**src/rtl/isc_pkg.sv**
```systemverilog
package isc_pkg;
  localparam logic [7:0] PRIO_OFF = 8'hFF;

  typedef enum logic [1:0] {
    CFG_ROUTE  = 2'd0,
    CFG_PARK   = 2'd1,
    CFG_UNPARK = 2'd2,
    CFG_BAD    = 2'd3
  } cfg_op_e;

  typedef struct packed {
    logic asserted;
    logic sent;
    logic rejected;
    logic held;
  } src_flags_t;
endpackage

```
**src/rtl/isc_src_slot.sv**
```systemverilog
module isc_src_slot
  import isc_pkg::*;
#(
  parameter int  SRV_W    = 3,
  parameter bit  IS_LEVEL = 1'b0
) (
  input  logic             clk,
  input  logic             rst_n,
  input  logic             line_i,
  input  logic             cfg_hit,
  input  logic [1:0]       cfg_op,
  input  logic [SRV_W-1:0] cfg_server,
  input  logic [7:0]       cfg_prio,
  input  logic             rej_hit,
  input  logic             eoi_hit,
  input  logic             scan_hit,
  input  logic             take_i,
  output logic             want_o,
  output logic [7:0]       prio_o,
  output logic [SRV_W-1:0] server_o
);
  src_flags_t       flags_q, flags_d;
  logic [7:0]       prio_q, prio_d, park_q, park_d;
  logic [SRV_W-1:0] srv_q, srv_d;
  logic             want_q, want_d;
  logic             line_q;
  logic             level_try;

  always_comb begin
    flags_d   = flags_q;
    prio_d    = prio_q;
    park_d    = park_q;
    srv_d     = srv_q;
    want_d    = want_q & ~take_i;
    level_try = 1'b0;

    // notifications first: reject then completion
    if (rej_hit) begin
      flags_d.rejected = 1'b1;
      flags_d.sent     = 1'b0;
    end
    if (eoi_hit && IS_LEVEL) begin
      flags_d.sent = 1'b0;
    end

    // input line
    if (IS_LEVEL) begin
      if (line_i != line_q) begin
        flags_d.asserted = line_i;
        level_try        = 1'b1;
      end
    end else if (line_i && !line_q) begin
      if (prio_q == PRIO_OFF) flags_d.held = 1'b1;
      else                    want_d       = 1'b1;
    end

    // configuration
    if (cfg_hit) begin
      case (cfg_op)
        CFG_ROUTE: begin
          srv_d  = cfg_server;
          prio_d = cfg_prio;
          park_d = cfg_prio;
        end
        CFG_PARK: begin
          park_d = prio_q;
          prio_d = PRIO_OFF;
        end
        CFG_UNPARK: begin
          prio_d = park_q;
        end
        default: ;
      endcase
      if (IS_LEVEL) begin
        level_try = 1'b1;
      end else if (flags_d.held && prio_d != PRIO_OFF) begin
        flags_d.held = 1'b0;
        want_d       = 1'b1;
      end
    end

    // resend scan visit
    if (scan_hit) begin
      if (IS_LEVEL) begin
        level_try = 1'b1;
      end else if (flags_d.rejected) begin
        flags_d.rejected = 1'b0;
        if (prio_d != PRIO_OFF) want_d = 1'b1;
      end
    end

    if (IS_LEVEL && level_try && prio_d != PRIO_OFF &&
        flags_d.asserted && !flags_d.sent) begin
      flags_d.sent = 1'b1;
      want_d       = 1'b1;
    end
  end

  always_ff @(posedge clk) begin
    if (!rst_n) begin
      flags_q <= '0;
      prio_q  <= PRIO_OFF;
      park_q  <= PRIO_OFF;
      srv_q   <= '0;
      want_q  <= 1'b0;
      line_q  <= 1'b0;
    end else begin
      flags_q <= flags_d;
      prio_q  <= prio_d;
      park_q  <= park_d;
      srv_q   <= srv_d;
      want_q  <= want_d;
      line_q  <= line_i;
    end
  end

  assign want_o   = want_q;
  assign prio_o   = prio_q;
  assign server_o = srv_q;
endmodule

```
**src/rtl/isc_scan_ctrl.sv**
```systemverilog
module isc_scan_ctrl #(
  parameter int N = 8
) (
  input  logic         clk,
  input  logic         rst_n,
  input  logic         start_i,
  output logic [N-1:0] visit_o
);
  localparam int IDX_W = (N > 1) ? $clog2(N) : 1;
  localparam logic [IDX_W-1:0] LAST = IDX_W'(N - 1);

  logic             active_q;
  logic [IDX_W-1:0] idx_q;

  always_ff @(posedge clk) begin
    if (!rst_n) begin
      active_q <= 1'b0;
      idx_q    <= '0;
    end else if (start_i) begin
      active_q <= 1'b1;
      idx_q    <= '0;
    end else if (active_q) begin
      if (idx_q == LAST) active_q <= 1'b0;
      else               idx_q    <= idx_q + 1'b1;
    end
  end

  always_comb begin
    visit_o = '0;
    for (int i = 0; i < N; i++) begin
      if (active_q && idx_q == IDX_W'(i)) visit_o[i] = 1'b1;
    end
  end
endmodule

```
**src/rtl/isc_offer_arb.sv**
```systemverilog
module isc_offer_arb
  import isc_pkg::*;
#(
  parameter int N     = 8,
  parameter int NUM_W = 8,
  parameter int SRV_W = 3,
  parameter int BASE  = 16
) (
  input  logic                      clk,
  input  logic                      rst_n,
  input  logic [N-1:0]              want_i,
  input  logic [N-1:0]              block_i,
  input  logic [N-1:0][7:0]         prio_i,
  input  logic [N-1:0][SRV_W-1:0]   server_i,
  input  logic                      ready_i,
  output logic [N-1:0]              take_o,
  output logic                      valid_o,
  output logic [NUM_W-1:0]          num_o,
  output logic [7:0]                prio_o,
  output logic [SRV_W-1:0]          server_o
);
  localparam logic [NUM_W-1:0] BASE_V = NUM_W'(BASE);

  logic [N-1:0]     elig;
  logic             found;
  logic [NUM_W-1:0] pick_num;
  logic [7:0]       pick_prio;
  logic [SRV_W-1:0] pick_srv;
  logic             load;

  logic             valid_q;
  logic [NUM_W-1:0] num_q;
  logic [7:0]       prio_q;
  logic [SRV_W-1:0] srv_q;

  assign load = !valid_q || ready_i;

  for (genvar g = 0; g < N; g++) begin : g_elig
    assign elig[g] = want_i[g] && !block_i[g] && (prio_i[g] != PRIO_OFF);
  end

  always_comb begin
    found     = 1'b0;
    pick_num  = '0;
    pick_prio = PRIO_OFF;
    pick_srv  = '0;
    take_o    = '0;
    for (int i = N - 1; i >= 0; i--) begin
      if (elig[i]) begin
        found     = 1'b1;
        pick_num  = BASE_V + NUM_W'(i);
        pick_prio = prio_i[i];
        pick_srv  = server_i[i];
        take_o    = '0;
        take_o[i] = load;
      end
    end
  end

  always_ff @(posedge clk) begin
    if (!rst_n) begin
      valid_q <= 1'b0;
      num_q   <= '0;
      prio_q  <= PRIO_OFF;
      srv_q   <= '0;
    end else if (load) begin
      valid_q <= found;
      num_q   <= pick_num;
      prio_q  <= pick_prio;
      srv_q   <= pick_srv;
    end
  end

  assign valid_o  = valid_q;
  assign num_o    = num_q;
  assign prio_o   = prio_q;
  assign server_o = srv_q;
endmodule

```
**src/rtl/isc_source_ctrl.sv**
```systemverilog
module isc_source_ctrl
  import isc_pkg::*;
#(
  parameter int           N           = 8,
  parameter int           BASE        = 16,
  parameter int           NUM_W       = 8,
  parameter int           NUM_SERVERS = 5,
  parameter int           SRV_W       = 3,
  parameter logic [N-1:0] LEVEL_MASK  = 8'hF0
) (
  input  logic             clk,
  input  logic             rst_n,
  input  logic [N-1:0]     line_i,
  input  logic             cfg_valid,
  input  logic [1:0]       cfg_op,
  input  logic [NUM_W-1:0] cfg_num,
  input  logic [SRV_W-1:0] cfg_server,
  input  logic [8:0]       cfg_prio,
  output logic             cfg_ack,
  output logic             cfg_err,
  input  logic             rej_valid,
  input  logic [NUM_W-1:0] rej_num,
  input  logic             eoi_valid,
  input  logic [NUM_W-1:0] eoi_num,
  input  logic             resend_req,
  output logic             offer_valid,
  input  logic             offer_ready,
  output logic [NUM_W-1:0] offer_num,
  output logic [7:0]       offer_prio,
  output logic [SRV_W-1:0] offer_server
);
  localparam logic [NUM_W:0]   LO_V   = (NUM_W+1)'(BASE);
  localparam logic [NUM_W:0]   HI_V   = (NUM_W+1)'(BASE + N);
  localparam logic [NUM_W-1:0] BASE_V = NUM_W'(BASE);
  localparam logic [SRV_W:0]   SRV_LIM = (SRV_W+1)'(NUM_SERVERS);

  function automatic logic in_range(input logic [NUM_W-1:0] num);
    return ({1'b0, num} >= LO_V) && ({1'b0, num} < HI_V);
  endfunction

  logic [NUM_W-1:0] cfg_idx, rej_idx, eoi_idx;
  logic             cfg_ok;
  cfg_op_e          op;

  assign cfg_idx = cfg_num - BASE_V;
  assign rej_idx = rej_num - BASE_V;
  assign eoi_idx = eoi_num - BASE_V;
  assign op      = cfg_op_e'(cfg_op);

  always_comb begin
    cfg_ok = in_range(cfg_num) && (op != CFG_BAD);
    if (op == CFG_ROUTE) begin
      if ({1'b0, cfg_server} >= SRV_LIM) cfg_ok = 1'b0;
      if (cfg_prio[8])                   cfg_ok = 1'b0;
    end
  end

  always_ff @(posedge clk) begin
    if (!rst_n) begin
      cfg_ack <= 1'b0;
      cfg_err <= 1'b0;
    end else begin
      cfg_ack <= cfg_valid;
      cfg_err <= cfg_valid && !cfg_ok;
    end
  end

  logic [N-1:0]            cfg_hit, rej_hit, eoi_hit, scan_hit, take, want;
  logic [N-1:0][7:0]       prio;
  logic [N-1:0][SRV_W-1:0] server;

  for (genvar g = 0; g < N; g++) begin : g_dec
    assign cfg_hit[g] = cfg_valid && cfg_ok && (cfg_idx == NUM_W'(g));
    assign rej_hit[g] = rej_valid && in_range(rej_num) && (rej_idx == NUM_W'(g));
    assign eoi_hit[g] = eoi_valid && in_range(eoi_num) && (eoi_idx == NUM_W'(g));
  end

  isc_scan_ctrl #(.N(N)) u_scan (
    .clk     (clk),
    .rst_n   (rst_n),
    .start_i (resend_req),
    .visit_o (scan_hit)
  );

  for (genvar g = 0; g < N; g++) begin : g_slot
    isc_src_slot #(.SRV_W(SRV_W), .IS_LEVEL(LEVEL_MASK[g])) u_slot (
      .clk        (clk),
      .rst_n      (rst_n),
      .line_i     (line_i[g]),
      .cfg_hit    (cfg_hit[g]),
      .cfg_op     (cfg_op),
      .cfg_server (cfg_server),
      .cfg_prio   (cfg_prio[7:0]),
      .rej_hit    (rej_hit[g]),
      .eoi_hit    (eoi_hit[g]),
      .scan_hit   (scan_hit[g]),
      .take_i     (take[g]),
      .want_o     (want[g]),
      .prio_o     (prio[g]),
      .server_o   (server[g])
    );
  end

  isc_offer_arb #(.N(N), .NUM_W(NUM_W), .SRV_W(SRV_W), .BASE(BASE)) u_arb (
    .clk      (clk),
    .rst_n    (rst_n),
    .want_i   (want),
    .block_i  (rej_hit),
    .prio_i   (prio),
    .server_i (server),
    .ready_i  (offer_ready),
    .take_o   (take),
    .valid_o  (offer_valid),
    .num_o    (offer_num),
    .prio_o   (offer_prio),
    .server_o (offer_server)
  );
endmodule

```
**config.mk**
```make
export PLATFORM = sky130hd
export DESIGN_NAME = isc_source_ctrl
export DESIGN_NICKNAME = d
export VERILOG_FILES = /design/src/rtl/isc_pkg.sv /design/src/rtl/isc_src_slot.sv /design/src/rtl/isc_scan_ctrl.sv /design/src/rtl/isc_offer_arb.sv /design/src/rtl/isc_source_ctrl.sv
export SDC_FILE = /design/constraint.sdc
export NUM_CORES = 1
export LEC_CHECK = 0
export ABC_AREA = 1
export BUFFER_PORTS_ARGS = -buffer_cell sky130_fd_sc_hd__buf_2
export CORE_ASPECT_RATIO = 0.75
export CORE_MARGIN = 5
export CORE_UTILIZATION = 45
export CTS_BUF_LIST = sky130_fd_sc_hd__clkbuf_16
export DETAILED_ROUTE_END_ITERATION = 12
export GPL_TIMING_DRIVEN = 0
export PLACE_DENSITY = 0.61
export SLEW_MARGIN = 10
export SYNTH_ARGS = -nofsm -noshare
export SYNTH_HDL_FRONTEND = slang
export SYNTH_SLANG_ARGS = --single-unit
```
**constraint.sdc**
```tcl
create_clock -name clk -period 5.3 [get_ports clk]
set_input_delay 0.53 -clock clk [delete_from_list [all_inputs] [get_ports clk]]
set_output_delay 0.53 -clock clk [all_outputs]
set_load 0.05 [all_outputs]
```
Word-level counts from Yosys, hierarchy flattened

Cells that the tools add are included.

Register bits: 214
Input bits: 53
Output and inout bits: 22
Logic and storage cells: 433

$add $sub $neg: 4
Magnitude comparators: 7
Eq/ne operators: 56
Multiplexer cells: 162
Bitwise logic cells: 18
Reduce and logical (&&, ||, !) cells: 118

Operators by type and width:

| cell                                                                         | number |
|---|---|
| 8-bit two-way mux                                                            | 28 |
| 8-bit one-hot mux with 3 select lines                                        | 8 |
| 8-bit inequality test, second input constant                                 | 20 |
| 8-bit one-hot mux with 2 select lines                                        | 8 |
| 1-bit two-way mux                                                            | 98 |
| 8-bit by 3-bit equality test with 1-bit output, second input constant        | 12 |
| 1-bit logical AND                                                            | 72 |
| 5-bit two-way mux                                                            | 8 |
| 2-bit AND reduction                                                          | 17 |
| 8-bit by 2-bit equality test with 1-bit output, second input constant        | 4 |
| 8-bit equality test, second input constant                                   | 4 |
| 8-bit by 5-bit >= comparator with 1-bit output, second input constant        | 3 |
| 8-bit by 5-bit less-than comparator with 1-bit output, second input constant | 3 |
| 3-bit two-way mux                                                            | 8 |
| 8-bit by 5-bit subtractor with 8-bit output, second input constant           | 3 |
| 1-bit zero test                                                              | 18 |
| 8-bit by 1-bit equality test with 1-bit output, second input constant        | 2 |
| 8-bit zero test                                                              | 2 |
| 3-bit equality test, second input constant                                   | 4 |
| 1-bit NOT                                                                    | 10 |
| 2-bit OR reduction                                                           | 5 |
| 1-bit AND                                                                    | 8 |
| 2-bit two-way mux                                                            | 4 |
| 3-bit by 2-bit equality test with 1-bit output, second input constant        | 2 |
| other kinds (11)                                                             | 14 |

Depth between registers and ports, before layout

Word-level depth: 24
Depth in mapped cells: 16
Depth with buffers taken out: 15

Modules after synthesis

Synthesis repeated with hierarchy kept, for this count alone.

Cell total of the unflattened synthesis: 2032
Area total of the unflattened synthesis: 12465.7 um^2

By module, submodules not included:

| module                              | instances | cells each | area an instance (um^2) | seq. area each (um^2) |
|---|---|---|---|---|
| isc_src_slot (g_slot[4].u_slot ...) | 4         | 162        | 1099.8                  | 460.4 |
| isc_src_slot (g_slot[1].u_slot ...) | 3         | 203        | 1262.5                  | 460.4 |
| isc_offer_arb                       | 1         | 422        | 2153.3                  | 320.3 |
| isc_src_slot (g_slot[0].u_slot)     | 1         | 203        | 1313.8                  | 460.4 |
| isc_source_ctrl                     | 1         | 99         | 489.2                   | 40.0 |
| isc_scan_ctrl                       | 1         | 51         | 322.8                   | 80.1 |

Least setup slack after synthesis

OpenSTA, ideal clock, no wires.

Path kind: input -> register
From: input cfg_op[0]
To: register g_slot[0].u_slot.want_q
Library setup time: 0.128 ns
Data arrival time: 1.996 ns
Required time: 5.172 ns
Path slack: 3.176 ns
Stages on the path: 15
Buffers on the path: 3
Path through: buf_2 -> nand2_1 -> inv_2 -> nor2_8 -> nand2_4 -> nor2_8 -> buf_6 -> buf_4 -> nand3_1 -> nand2_1 -> nand2_1 -> nor2_1 -> nand2_1 -> a21oi_1 -> nor2_1

Longest elaborated chain between the ends: 12
Elaborated cells on any way between the ends: 21
Classes of those cells: eq/ne: 5; mux: 11; reduce/logical: 5

Ends and longest elaborated chain:

| what                           | RTL line              | RTL |
|---|---|---|
| start, declared                | isc_source_ctrl.sv:15 | `input logic [1:0] cfg_op,` |
| 2-bit inequality test          | isc_source_ctrl.sv:51 | `cfg_ok = in_range(cfg_num) && (op != CFG_BAD);` |
| 1-bit logical AND              | isc_source_ctrl.sv:51 |  |
| 1-bit two-way mux              | isc_source_ctrl.sv:53 | `if ({1'b0, cfg_server} >= SRV_LIM) cfg_ok = 1'b0;` |
| 1-bit two-way mux              | isc_source_ctrl.sv:54 | `if (cfg_prio[8]) cfg_ok = 1'b0;` |
| 1-bit two-way mux              | isc_source_ctrl.sv:52 | `if (op == CFG_ROUTE) begin` |
| 1-bit logical AND (2 in a row) | isc_source_ctrl.sv:73 | `assign cfg_hit[g] = cfg_valid && cfg_ok && (cfg_idx == NUM_W'(g));` |
| 8-bit two-way mux              | isc_src_slot.sv:58    | `if (cfg_hit) begin` |
| 8-bit inequality test          | isc_src_slot.sv:88    | `if (prio_d != PRIO_OFF) want_d = 1'b1;` |
| 1-bit two-way mux              | isc_src_slot.sv:88    |  |
| 1-bit two-way mux              | isc_src_slot.sv:86    | `end else if (flags_d.rejected) begin` |
| 1-bit two-way mux (*)          | isc_src_slot.sv:83    | `if (scan_hit) begin` |
| end signal, assigned           | isc_src_slot.sv:112   | `want_q <= want_d;` |
| end, declared                  | isc_src_slot.sv:25    | `logic want_q, want_d;` |

Mark *: on every way between the ends. The rest lies on a longest branch, timed or not. The select of a mux whose other input is x is not followed.
A chain may end at the register's enable or synchronous reset.

Worst setup path after layout

From: register g_slot[2].u_slot.prio_q[7]
To: register u_arb.valid_q, in the netlist u_arb.valid_o

Longest elaborated chain between the ends: 5

Ends and longest elaborated chain:

| what                           | RTL line            | RTL |
|---|---|---|
| start, declared                | isc_src_slot.sv:23  | `logic [7:0] prio_q, prio_d, park_q, park_d;` |
| start signal, assigned         | isc_src_slot.sv:109 | `prio_q <= prio_d;` |
| 8-bit inequality test          | isc_offer_arb.sv:39 | `assign elig[g] = want_i[g] && !block_i[g] && (prio_i[g] != PRIO_OFF);` |
| 1-bit logical AND              | isc_offer_arb.sv:39 |  |
| 1-bit two-way mux (3 in a row) | isc_offer_arb.sv:49 | `if (elig[i]) begin` |
| end signal, assigned           | isc_offer_arb.sv:67 | `valid_q <= found;` |
| end, declared                  | isc_offer_arb.sv:31 | `logic valid_q;` |

Every way passes these cells.

==> impl_metrics.csv <==
group,metric,value,unit
floorplan,die_h,145,µm
timing,drv_slew,0,
flow_run,cap_violations,0,
timing,rsz0062_at_grt,"false",
synth,synth_compound_area_share,16.8,%
timing,tns,0,ns
synth,syn_area,11000,µm²
place,place.gp.congestion,0.993,
routing,drc,0,
clock_network,cts_hold_buffers,0,
clock_network,htreeDepth,1,
synth,synth_top_family_by_area,"simple AND/OR/NAND/NOR gates",
clock_network,tritoncts,"built",
timing,fmax,0.333,GHz
critical_path,required,5.69,ns
place,place_inst,2087,
clock_network,clock_sinks,206,
routing,num_vias,11900,
synth,ys_warn_count,0,
floorplan,core_area,24000,µm²
floorplan,die_w,190,µm
routing,first_pass_iters,5,
global_route,grt_pass1_vias,10800,
timing,worstMarginPinSlew,1.16,ns
power,power,3.28,mW
clock_network,root_buffer,"clkbuf_16",
floorplan,num_rows,49,
routing,avgViaCountPerCell,5.63,
clock_network,post-cts-setup-buffer-count,0,
timing,clock_skew,0.0148,ns
power,ir_drop,242,µV
outcome,outcome,"completed",
floorplan,pin_count,75,
synth,synth_mux_area_share,0,%
clock_network,cts_buffer_depth,3,
critical_path,reg2reg_slack,2.30,ns
power,p_leak,6.01,nW
synth,ys_types,43,
power,powerDensity,265,nW/µm²
final_layout,diodes,0,
global_route,overflow,0,
global_route,antenna_found_initial,0,
synth,syn_inst,1686,
clock_network,clkTransAtPathRegs,0.06,ns
final_layout,drive_gt1_share,9.49,%
timing,post-route-min-period,3.00,ns
critical_path,startpoint_type,"flip-flop",
place,dp_hpwl,32700,µm
synth,synth-xor-area-share,0,%
critical_path,worst-setup-path-type,"reg2reg",
clock_network,cts_buffers,23,
routing,ant_nets,0,
final_layout,finalNonFillerCells,2123,
final_layout,fin_nets,1840,
floorplan,start_util,45.7,%
synth,syn_area_per_cell,6.52,µm²
place,place_ws,2.01,ns
synth,yosysSeqAreaShare,37.5,%
timing,min_period_over_period,56.6,%
critical_path,cp_max_fo,9,
final_layout,design_area,12400,µm²
clock_network,cts_resized,0,
floorplan,die_area,27700,µm²
critical_path,critPathArrivalTime,3.39,ns
global_route,grt_start_max_net_pins,13,
timing,hold_viol,0,
critical_path,cp-end-kind,"flip-flop",
clock_network,clock_latency,0.53,ns
timing,setup_ws,2.30,ns
synth,synth_seq_cells,206,
routing,totalWireLength,43500,µm
routing,dr.first_iter.drc_count,1511,
routing,wire_per_inst,20.5,µm
global_route,grt_usage,30.3,%
final_layout,fin_util,51.5,%
timing,setup_viol,0,
global_route,grt_pass1_wl,65100,µm
final_layout,syn_to_final_growth,12.6,%
synth,synth-adder-area-share,0.774,%
place,dpl_cell_area,11800,µm²
timing,slew_headroom,22.7,%
timing,hold_ws,0.192,ns
place,port_buffers,67,
worst_hold_path,holdCritPathClass,"in2reg",
synth,synthSimpleGateAreaFrac,34.6,%
cell families after synthesis:
logic type | Yosys count
fa+ha+maj | 7
flops | 206
compound gates | 339
other cells | 1
simple gates | 850
buf+inv | 283
Yosys cell counts (all sizes together):
library cell | n | area [µm²]
a31oi | 4 | 25.0
a21o | 1 | 7.51
a22oi | 3 | 22.5
nor2 | 123 | 589
nand3 | 191 | 966
o21ai | 203 | 1020
a21oi | 86 | 430
conb | 1 | 3.75
o221ai | 24 | 210
or2 | 15 | 93.8
nor3b | 1 | 7.51
nor4 | 5 | 46.3
clkinv | 2 | 7.51
ha | 6 | 75.1
a221oi | 3 | 26.3
o22ai | 7 | 43.8
clkbuf | 49 | 184
buf | 28 | 180
nand3b | 1 | 7.51
maj3 | 1 | 10.0
nor3 | 25 | 135
o21a | 3 | 22.5
nand2 | 467 | 1780
o21bai | 3 | 22.5
nand4 | 22 | 174
dfxtp | 206 | 4120
o211ai | 2 | 15.0
inv | 204 | 766
path summary, 6_finish.rpt:
check	to	from	cells after the start
max	u_arb.valid_o	g_slot[2].u_slot.prio_o[7]	8
min	g_slot[1].u_slot.line_q	line_i[1]	3
max reg2reg	u_arb.valid_o	g_slot[2].u_slot.prio_o[7]	8
min reg2reg	g_slot[2].u_slot.server_o[2]	g_slot[2].u_slot.server_o[2]	2
routing by layer:
layer  part of all wire, %  global-route usage, %
met1                    43                   43.8
met2                    41                   44.5
met3                    11                   6.40
met4                   4.5                   11.6
met5                     0                      0
cell usage in the layout, fill, tap and decap left out, types with 2 or more instances in the layout:
master       n
dfxtp_1    206
o21a_1       3
buf_1        2
buf_6        4
buf_4        7
nand4_4      2
nor3_1      23
inv_2        5
a22oi_1      3
inv_1      205
o22ai_1      7
a221oi_1     3
nand2_4      3
a21oi_1     86
ha_1         6
nor2_1     105
nor3_2       2
nand3_1    189
o221ai_1    24
nor2_4      11
nand2_1    463
nor2_2       5
nand4_1     19
clkbuf_16   23
or2_2       15
clkbuf_1    49
o211ai_1     2
a31oi_1      4
nor2_8       2
buf_2       82
nor4_1       4
conb_1       4
o21ai_0    198
o21bai_1     3
clkinv_1     5
o21ai_1      5
nand3_2      2
clkinv_2     4
where the power goes:
part | internal [mW] | switching (mW) | total, mW | leakage (nW)
Combinational | 0.0658 | 0.212 | 0.278 | 4.01
Sequential | 1.56 | 0.00325 | 1.56 | 1.67
Clock | 0.776 | 0.660 | 1.44 | 0.336
Total | 2.40 | 0.876 | 3.28 | 6.01
area by class of cell:
cell class,instances,area (µm²)
clock buffer,23,576
clock inverter,13,53.8
timing repair buffer,67,335
sequential,206,4120
tap,331,414
buffer,77,364
multi-input combinational,1200,5740
fill,2554,11700
inverter,206,773
state kept, by name, summed over array words and instances, names as in the netlist:
register / flops
cfg_ack: 1
cfg_err: 1
g_slot.u_slot.flags_q: 16
g_slot.u_slot.line_q: 8
g_slot.u_slot.park_q: 64
g_slot.u_slot.prio_o: 64
g_slot.u_slot.server_o: 24
g_slot.u_slot.want_o: 8
u_arb.num_o: 4
u_arb.prio_o: 8
u_arb.server_o: 3
u_arb.valid_o: 1
u_scan.active_q: 1
u_scan.idx_q: 3
worst max-delay path, stage by stage, from the launching register on:
cell,delay [ns]
dfxtp_1,0.44
nand4_1,0.12
or2_2,0.36
nand2_1,0.37
nand2_1,0.30
nor2_1,0.47
inv_1,0.17
o21ai_0,0.53
inv_1,0.09
(Power assumes the default switching activity.)
